$ cat config.mk
export PLATFORM = sky130hd
export DESIGN_NAME = cmdbuf_top
export DESIGN_NICKNAME = d
export VERILOG_FILES = /design/src/rtl/cmdbuf_pkg.sv /design/src/rtl/cmdbuf_mode.sv /design/src/rtl/cmdbuf_cs_stage.sv /design/src/rtl/cmdbuf_data_stage.sv /design/src/rtl/cmdbuf_top.sv
export SDC_FILE = /design/constraint.sdc
export NUM_CORES = 1
export LEC_CHECK = 0
export ABC_CLOCK_PERIOD_IN_PS = 1700
export BUFFER_PORTS_ARGS = -buffer_cell sky130_fd_sc_hd__buf_2
export CAP_MARGIN = 20
export CORE_MARGIN = 5
export CORE_UTILIZATION = 43
export DETAILED_ROUTE_END_ITERATION = 12
export PLACE_DENSITY = 0.79
export REMOVE_ABC_BUFFERS = 1
export SYNTH_ARGS = -nofsm -noshare
export SYNTH_HDL_FRONTEND = slang
export SYNTH_SLANG_ARGS = --single-unit
export TNS_END_PERCENT = 30
$ cat constraint.sdc
create_clock -name clk -period 1.7 [get_ports clk]
set_clock_uncertainty 0.2 [all_clocks]
set_input_delay 0.34 -clock clk [delete_from_list [all_inputs] [get_ports clk]]
set_output_delay 0.34 -clock clk [all_outputs]
set_load 0.02 [all_outputs]
$ cat src/rtl/cmdbuf_pkg.sv
package cmdbuf_pkg;

    localparam int CS_W  = 4;
    localparam int CKE_W = 2;
    localparam int ODT_W = 2;

    typedef enum logic {
        CS_MODE_QUAD = 1'b0,
        CS_MODE_DUAL = 1'b1
    } cs_mode_e;

    typedef struct packed {
        logic [CKE_W-1:0] cke;
        logic [ODT_W-1:0] odt;
    } ctl_t;

    localparam ctl_t CTL_RESET = '{cke: '0, odt: '0};

    // Route chip-select inputs to the four output slots.
    function automatic logic [CS_W-1:0] cs_route(cs_mode_e m, logic [CS_W-1:0] cs_n);
        logic [CS_W-1:0] r;
        if (m == CS_MODE_DUAL) r = {cs_n[1], cs_n[0], cs_n[1], cs_n[0]};
        else                   r = cs_n;
        return r;
    endfunction

    // True when any counted select is asserted (low).
    function automatic logic cs_any(cs_mode_e m, logic [CS_W-1:0] cs_n);
        logic a;
        if (m == CS_MODE_DUAL) a = ~&cs_n[1:0];
        else                   a = ~&cs_n;
        return a;
    endfunction

endpackage

$ cat src/rtl/cmdbuf_mode.sv
module cmdbuf_mode
    import cmdbuf_pkg::*;
(
    input  logic     clk,
    input  logic     rst,
    input  logic     strap_i,
    output cs_mode_e mode_o
);

    cs_mode_e mode_q;

    always_ff @(posedge clk) begin
        if (rst) mode_q <= cs_mode_e'(strap_i);
    end

    assign mode_o = mode_q;

    p_mode_static_r8: assert property (@(posedge clk) disable iff (rst)
        !rst |=> $stable(mode_q))
        else $error("mode changed outside reset");

endmodule

$ cat src/rtl/cmdbuf_cs_stage.sv
module cmdbuf_cs_stage
    import cmdbuf_pkg::*;
(
    input  logic            clk,
    input  logic            rst,
    input  cs_mode_e        mode_i,
    input  logic [CS_W-1:0] cs_n_i,
    output logic [CS_W-1:0] cs_n_o,
    output logic            capture_o
);

    logic [CS_W-1:0] cs_q;
    logic [CS_W-1:0] cs_next;

    always_comb begin
        cs_next   = cs_route(mode_i, cs_n_i);
        capture_o = cs_any(mode_i, cs_n_i);
    end

    always_ff @(posedge clk) begin
        if (rst) cs_q <= '1;
        else     cs_q <= cs_next;
    end

    assign cs_n_o = cs_q;

    p_dual_dup_r3: assert property (@(posedge clk) disable iff (rst)
        (mode_i == CS_MODE_DUAL) |=> (cs_q[1:0] == cs_q[3:2]) && (cs_q[1:0] == $past(cs_n_i[1:0])))
        else $error("two-select duplication broken");

    p_quad_direct_r4: assert property (@(posedge clk) disable iff (rst)
        (mode_i == CS_MODE_QUAD) |=> cs_q == $past(cs_n_i))
        else $error("four-select mapping broken");

endmodule

$ cat src/rtl/cmdbuf_data_stage.sv
module cmdbuf_data_stage
    import cmdbuf_pkg::*;
#(
    parameter int CMD_W = 22,
    parameter int NCOPY = 2
) (
    input  logic                        clk,
    input  logic                        rst,
    input  logic                        capture_i,
    input  logic [CMD_W-1:0]            cmd_i,
    input  ctl_t                        ctl_i,
    output logic [NCOPY-1:0][CMD_W-1:0] cmd_o,
    output ctl_t                        ctl_o
);

    ctl_t ctl_q;

    for (genvar c = 0; c < NCOPY; c++) begin : g_copy
        logic [CMD_W-1:0] cmd_q;
        always_ff @(posedge clk) begin
            if (rst)            cmd_q <= '0;
            else if (capture_i) cmd_q <= cmd_i;
        end
        assign cmd_o[c] = cmd_q;

        p_capture_r1: assert property (@(posedge clk) disable iff (rst)
            capture_i |=> cmd_q == $past(cmd_i))
            else $error("command not captured");

        p_hold_idle_r5: assert property (@(posedge clk) disable iff (rst)
            !capture_i |=> $stable(cmd_q))
            else $error("command changed while idle");
    end

    always_ff @(posedge clk) begin
        if (rst) ctl_q <= CTL_RESET;
        else     ctl_q <= ctl_i;
    end

    assign ctl_o = ctl_q;

    p_ctl_follow_r6: assert property (@(posedge clk) disable iff (rst)
        1'b1 |=> ctl_q == $past(ctl_i))
        else $error("control group not registered");

    p_copy_match_r2: assert property (@(posedge clk) disable iff (rst)
        1'b1 |=> cmd_o[0] == cmd_o[NCOPY-1])
        else $error("copies diverged");

endmodule

$ cat src/rtl/cmdbuf_top.sv
module cmdbuf_top
    import cmdbuf_pkg::*;
#(
    parameter int CMD_W = 22
) (
    input  logic             clk,
    input  logic             rst,
    input  logic             cs_strap_i,
    input  logic [3:0]       cs_n_i,
    input  logic [CMD_W-1:0] cmd_i,
    input  logic [1:0]       cke_i,
    input  logic [1:0]       odt_i,
    output logic [3:0]       cs_n_o,
    output logic [CMD_W-1:0] cmd_a_o,
    output logic [CMD_W-1:0] cmd_b_o,
    output logic [1:0]       cke_o,
    output logic [1:0]       odt_o
);

    localparam int NCOPY = 2;

    cs_mode_e                   mode;
    logic                       capture;
    ctl_t                       ctl_in;
    ctl_t                       ctl_out;
    logic [NCOPY-1:0][CMD_W-1:0] cmd_copies;

    assign ctl_in = '{cke: cke_i, odt: odt_i};

    cmdbuf_mode u_mode (
        .clk     (clk),
        .rst     (rst),
        .strap_i (cs_strap_i),
        .mode_o  (mode)
    );

    cmdbuf_cs_stage u_cs (
        .clk       (clk),
        .rst       (rst),
        .mode_i    (mode),
        .cs_n_i    (cs_n_i),
        .cs_n_o    (cs_n_o),
        .capture_o (capture)
    );

    cmdbuf_data_stage #(.CMD_W(CMD_W), .NCOPY(NCOPY)) u_data (
        .clk       (clk),
        .rst       (rst),
        .capture_i (capture),
        .cmd_i     (cmd_i),
        .ctl_i     (ctl_in),
        .cmd_o     (cmd_copies),
        .ctl_o     (ctl_out)
    );

    assign cmd_a_o = cmd_copies[0];
    assign cmd_b_o = cmd_copies[1];
    assign cke_o   = ctl_out.cke;
    assign odt_o   = ctl_out.odt;

endmodule

## Yosys cells after proc, flatten, opt, wreduce, memory -nomap -nowiden

Index checks and enable logic that the tools add are counted.
W data, S select, Z words.

| cells by class | value |
|---|---|
| reductions and logical operators | 4 |
| multiplexer cells | 2 |

Operators with widths:

| kind | number |
|---|---|
| $mux W4 | 1 |
| $reduce_and A4 Y1 | 1 |
| $logic_not A1 Y1 | 2 |
| $reduce_and A2 Y1 | 1 |
| $mux W1 | 1 |

| word-level totals | value |
|---|---|
| register bits after elaboration | 31 |
| output and inout port bits | 52 |
| logic and storage cells | 11 |

## Logic depth before layout (Yosys ltp)

| depth | value |
|---|---|
| word-level depth | 3 |
| mapped depth | 4 |

## Modules after synthesis

Synthesis repeated with hierarchy kept, for this count alone.

| unflattened totals | value |
|---|---|
| cell total of the unflattened synthesis | 115 |
| area total of the unflattened synthesis | 1246.2 µm² |

By module, submodules not included:

| module | cells an instance | times used | area an instance (µm²) |
|---|---|---|---|
| cmdbuf_data_stage | 102 | 1 | 1079.8 |
| cmdbuf_cs_stage | 12 | 1 | 136.4 |
| cmdbuf_mode | 1 | 1 | 30.0 |

## Worst setup path before layout

No wires, ideal clock.

| timing path | value |
|---|---|
| path type | register to register |
| start | register u_mode.mode_q, in the netlist u_mode.mode_o |
| end | register u_data.g_copy[1].cmd_q[0] |
| clock period less this slack | 1.218 ns |
| library setup time | 0.118 ns |
| setup slack | 0.482 ns |
| cell stages (with the launch flop) | 5 |
| arrival | 0.900 ns |
| path through | edfxtp_1 a21oi_2 nor2_4 buf_12 mux2i_1 |

| on the way | value |
|---|---|
| longest elaborated chain between the ends | 1 |

Ends and longest elaborated chain:

| element | line | source |
|---|---|---|
| start: declaration | cmdbuf_mode.sv:10 | `cs_mode_e mode_q;` |
| start signal: assignment | cmdbuf_mode.sv:13 | `if (rst) mode_q <= cs_mode_e'(strap_i);` |
| $mux W1 | cmdbuf_pkg.sv:30 | `if (m == CS_MODE_DUAL) a = ~&cs_n[1:0];` |
| end signal: assignment | cmdbuf_data_stage.sv:22 | `else if (capture_i) cmd_q <= cmd_i;` |
| end: declaration | cmdbuf_data_stage.sv:19 | `logic [CMD_W-1:0] cmd_q;` |

Every way passes these cells.
A chain may end at the register's enable or synchronous reset.

## Final worst setup path

| timing path | value |
|---|---|
| start | register u_data.g_copy[1].cmd_q[0] |
| end | output port cmd_b_o[0] |

RTL lines:

| element | line | source |
|---|---|---|
| end: declaration | cmdbuf_top.sv:15 | `output logic [CMD_W-1:0] cmd_b_o,` |

No word-level cell between the ends.

==> PnR_summary.wiki <==
{| class="wikitable"
! Metric !! Value
|-
| Status || finished clean
|-
| Final wirelength || 2790 um
|-
| Delay of the slowest cell on the worst path || 0.37 ns
|-
| Min-delay src || odt_i[1]
|-
| Count of nets left with antenna violations after detail routing || 0
|-
| Post-detailed-placement half-perimeter wirelength || 2080 um
|-
| Routed via count divided by cell count || 4.27
|-
| Maximum level of the CTS H-tree || 2
|-
| Critical path's top delay family || flip-flops
|-
| CTS tree || done
|-
| Start point of the critical path || u_data.g_copy[1].cmd_q[0]$_SDFFE_PP0P_
|-
| Clk_lat worst skew || 0.32 ns
|-
| Setup repair after global routing missed its margin || false
|-
| WL per Instance || 11.1 um
|-
| Die boundary height || around 68 um
|-
| Sw frac || 28.2%
|-
| Worst slew pin tran || around 0.63 ns
|-
| Mean instance size in the synthesized netlist || 10.4 um^2
|-
| Die Footprint || 4630 um^2
|-
| Warnings, synthesis || 0
|-
| Clock Tree Root || clkbuf_4
|-
| Number of distinct library cells after synthesis || 15
|-
| Internal power summed over all cells || between 1000 and 1500 uW
|-
| Sequential share of the synthesized area || a little over two fifths
|-
| Critical-path top delay cell || dfxtp_1
|-
| Cell Chain, Critical Path || buf_2
|-
| Peak clock frequency supported by timing || 708 MHz
|-
| Critical setup path kind || reg -> out
|-
| TritonCTS buffer count || 5
|-
| Number of design-rule violations left by the first detailed-router iteration || 87
|-
| IO Pins || 85
|-
| Most frequent standard cell in the layout excluding fill and tap cells || buf_2
|-
| Kind of start point of the critical path || flop
|-
| Net switching power figure || 458 uW
|-
| IR drop worst, VDD || 0.000423 V
|-
| Clock transition at path regs || about 0.09 ns
|-
| Max-slew violation count || 0
|-
| Initial standard-cell utilization of the core || about 44%
|-
| Number of buffers between clock root and the deepest sink || 2
|-
| Maximum number of pins on one net before global-route repair || 54
|-
| FF-to-FF End || u_data.g_copy[1].cmd_q[12]$_SDFFE_PP0P_
|-
| Nets || 237
|-
| Total Neg Setup Slack || 0 ns
|-
| Critical path peak fanout || 3
|-
| Sum of overflow across all layers after global routing || 0
|-
| Post-synthesis to final-layout area growth || 24.0%
|-
| Final worst-path cycle share || 83.1%
|-
| Required @ worst endpoint || 1.16 ns
|-
| Die boundary width || between 60 and 70 um
|-
| Leakage component of the power || 0.000877 uW
|-
| Buffers inserted by post-CTS timing repair || 0
|-
| TritonCTS sink count || 31
|-
| Total power of the final layout || between 1500 and 2000 uW
|-
| Floorplan row count || 21
|-
| P per Cell Area || 904 nW/um^2
|-
| CORE AREA || ~3300 um^2
|-
| Number of cells on the worst hold path || 2
|-
| Wire length of the first global-routing pass || just under 4000 um
|-
| Endpoints failing hold || 0
|-
| Critical Path Sink Type || output pin
|-
| Post-CTS resize count || 0
|-
| Post-synthesis register bit count || 31
|-
| Hold Crit Class || in -> reg
|-
| Fraction of power consumed by the clock network || 29.4%
|-
| Max cap viols || 0
|-
| Number of design rule violations left after detail routing || 0
|-
| Combined buffer and inverter count along the critical path || 1
|-
| Most frequent cells in the layout || buf_2 (84), nand2b_1 (44), dfxtp_1 (30), mux2i_1 (22), clkbuf_4 (5)
|-
| Detailed-routing iteration count for the pre-antenna-repair pass || 2
|-
| Antenna violations before repair || 0
|-
| Via count of the first global-routing pass || 910
|-
| Via count || 1071
|-
| Internal reg-to-reg setup slack || between 0.3 and 0.4 ns
|-
| Antenna fix cells || 0
|-
| Combinational fraction of design power || between 20% and 30%
|-
| Tightest slew margin relative to the limit || 57.7%
|-
| Finish-stage setup viols || 0
|-
| R2r worst-path depth || 4
|-
| Netlist area before placement || 1450 um^2
|-
| Signal arrival time at the worst endpoint || between 0.8 and 0.9 ns
|-
| Worst r2r src || u_mode.mode_o$_DFFE_PP_
|-
| Cell count after synthesis || about 140
|-
| Total Routing Usage GR || 11.7%
|-
| Total of buffers placed on input and output ports || 84
|-
| GP Congestion || 0.634
|-
| Share of power burned in registers || 49.8%
|-
| Share of post-route cells with drive strength above 1 || 48.8%
|-
| Post-layout minimum cycle time || roughly 1.4 ns
|-
| Worst-case hold path end point || u_data.ctl_o[1]$_SDFF_PP0_
|}
-- cell usage after synthesis, drive strengths merged --
master / number / area share [%]
a211o: 2 / 1.4
buf: 25 / 14
nor2: 1 / 0.78
nand2b: 44 / 19
or2: 2 / 0.86
dfxtp: 30 / 41
mux2i: 22 / 15
and2b: 2 / 1.0
nand2: 1 / 0.43
a21oi: 1 / 0.60
edfxtp: 1 / 2.1
nor2b: 4 / 1.7
clkbuf: 4 / 1.0
-- worst reg2reg max path, stage by stage (launching register included) --
cell      delay (ns)
edfxtp_1        0.46
a21oi_2         0.18
nor2_4          0.04
buf_4           0.20
mux2i_1         0.14
-- stage by stage --
stage                     utilization (%)  instances  hold WS [ns]  instance area [um^2]  worst slack, ns
after floorplan                         -        110         0.212                  1220            0.266
after global placement               51.9        242         0.271                  1720            0.265
after detailed placement             51.9        242         0.277                  1720            0.257
after CTS                            54.3        251     0.0000899                  1800            0.264
after global routing                 54.3        251      0.000577                  1800            0.217
final                                54.3        251        0.0240                  1800            0.287
-- flip-flops by register name, summed over array words and instances, names as in the netlist --
register             cells
u_cs.cs_n_o              4
u_data.ctl_o             4
u_data.g_copy.cmd_q     22
u_mode.mode_o            1
-- metal layers --
layer	GRT usage, %	share of wire, %	vias up
met5	0	0	-
met4	4.47	1.4	0
met3	6.90	15	5
met2	18.1	43	53
met1	13.1	41	464
li1	-	-	549
-- how the worst max path moves through the flow --
stage               slack, ns  cells past startpoint                                       to
finish                   0.29                      1                               cmd_b_o[0]
floorplan                0.27                      3   u_data.g_copy[1].cmd_q[0]$_SDFFE_PP0P_
global route             0.22                      1                              cmd_a_o[16]
global placement         0.26                      1                  u_mode.mode_o$_DFFE_PP_
CTS                      0.26                      1                               cmd_b_o[0]
detailed placement       0.26                      3  u_data.g_copy[1].cmd_q[18]$_SDFFE_PP0P_
-- what timing repair did --
| item | 4_1_cts | 5_1_grt |
|---|---|---|
| endpoints found under the hold margin | 1 | 0 |
| setup endpoints to repair | 0 | 0 |
| hold buffers | 1 | 0 |
-- power groups by stage --
stage | Sequential (uW) | Combinational [uW] | Clock (uW)
floorplan | 932 | 88.9 | 0
global route | 816 | 366 | 543
finish | 808 | 339 | 477
detailed placement | 826 | 342 | 0
global placement | 825 | 339 | 0
CTS | 809 | 345 | 506
-- cell families after synthesis --
logic type             Yosys count  synth area share, %
multiplexers                    22                 15.2
flip-flops                      31                 43.5
AO/OA/AOI/OAI                    3                 1.99
buffers and inverters           29                 15.5
AND/OR/NAND/NOR                 54                 23.8
-- area by class of cell --
| class | instances | area, um^2 |
|---|---|---|
| fill | 315 | 1510 |
| sequential | 31 | 631 |
| multi-input combinational | 79 | 594 |
| timing repair buffer | 87 | 445 |
| clock buffer | 8 | 68.8 |
| tap | 46 | 57.6 |
(Power assumes the default switching activity.)
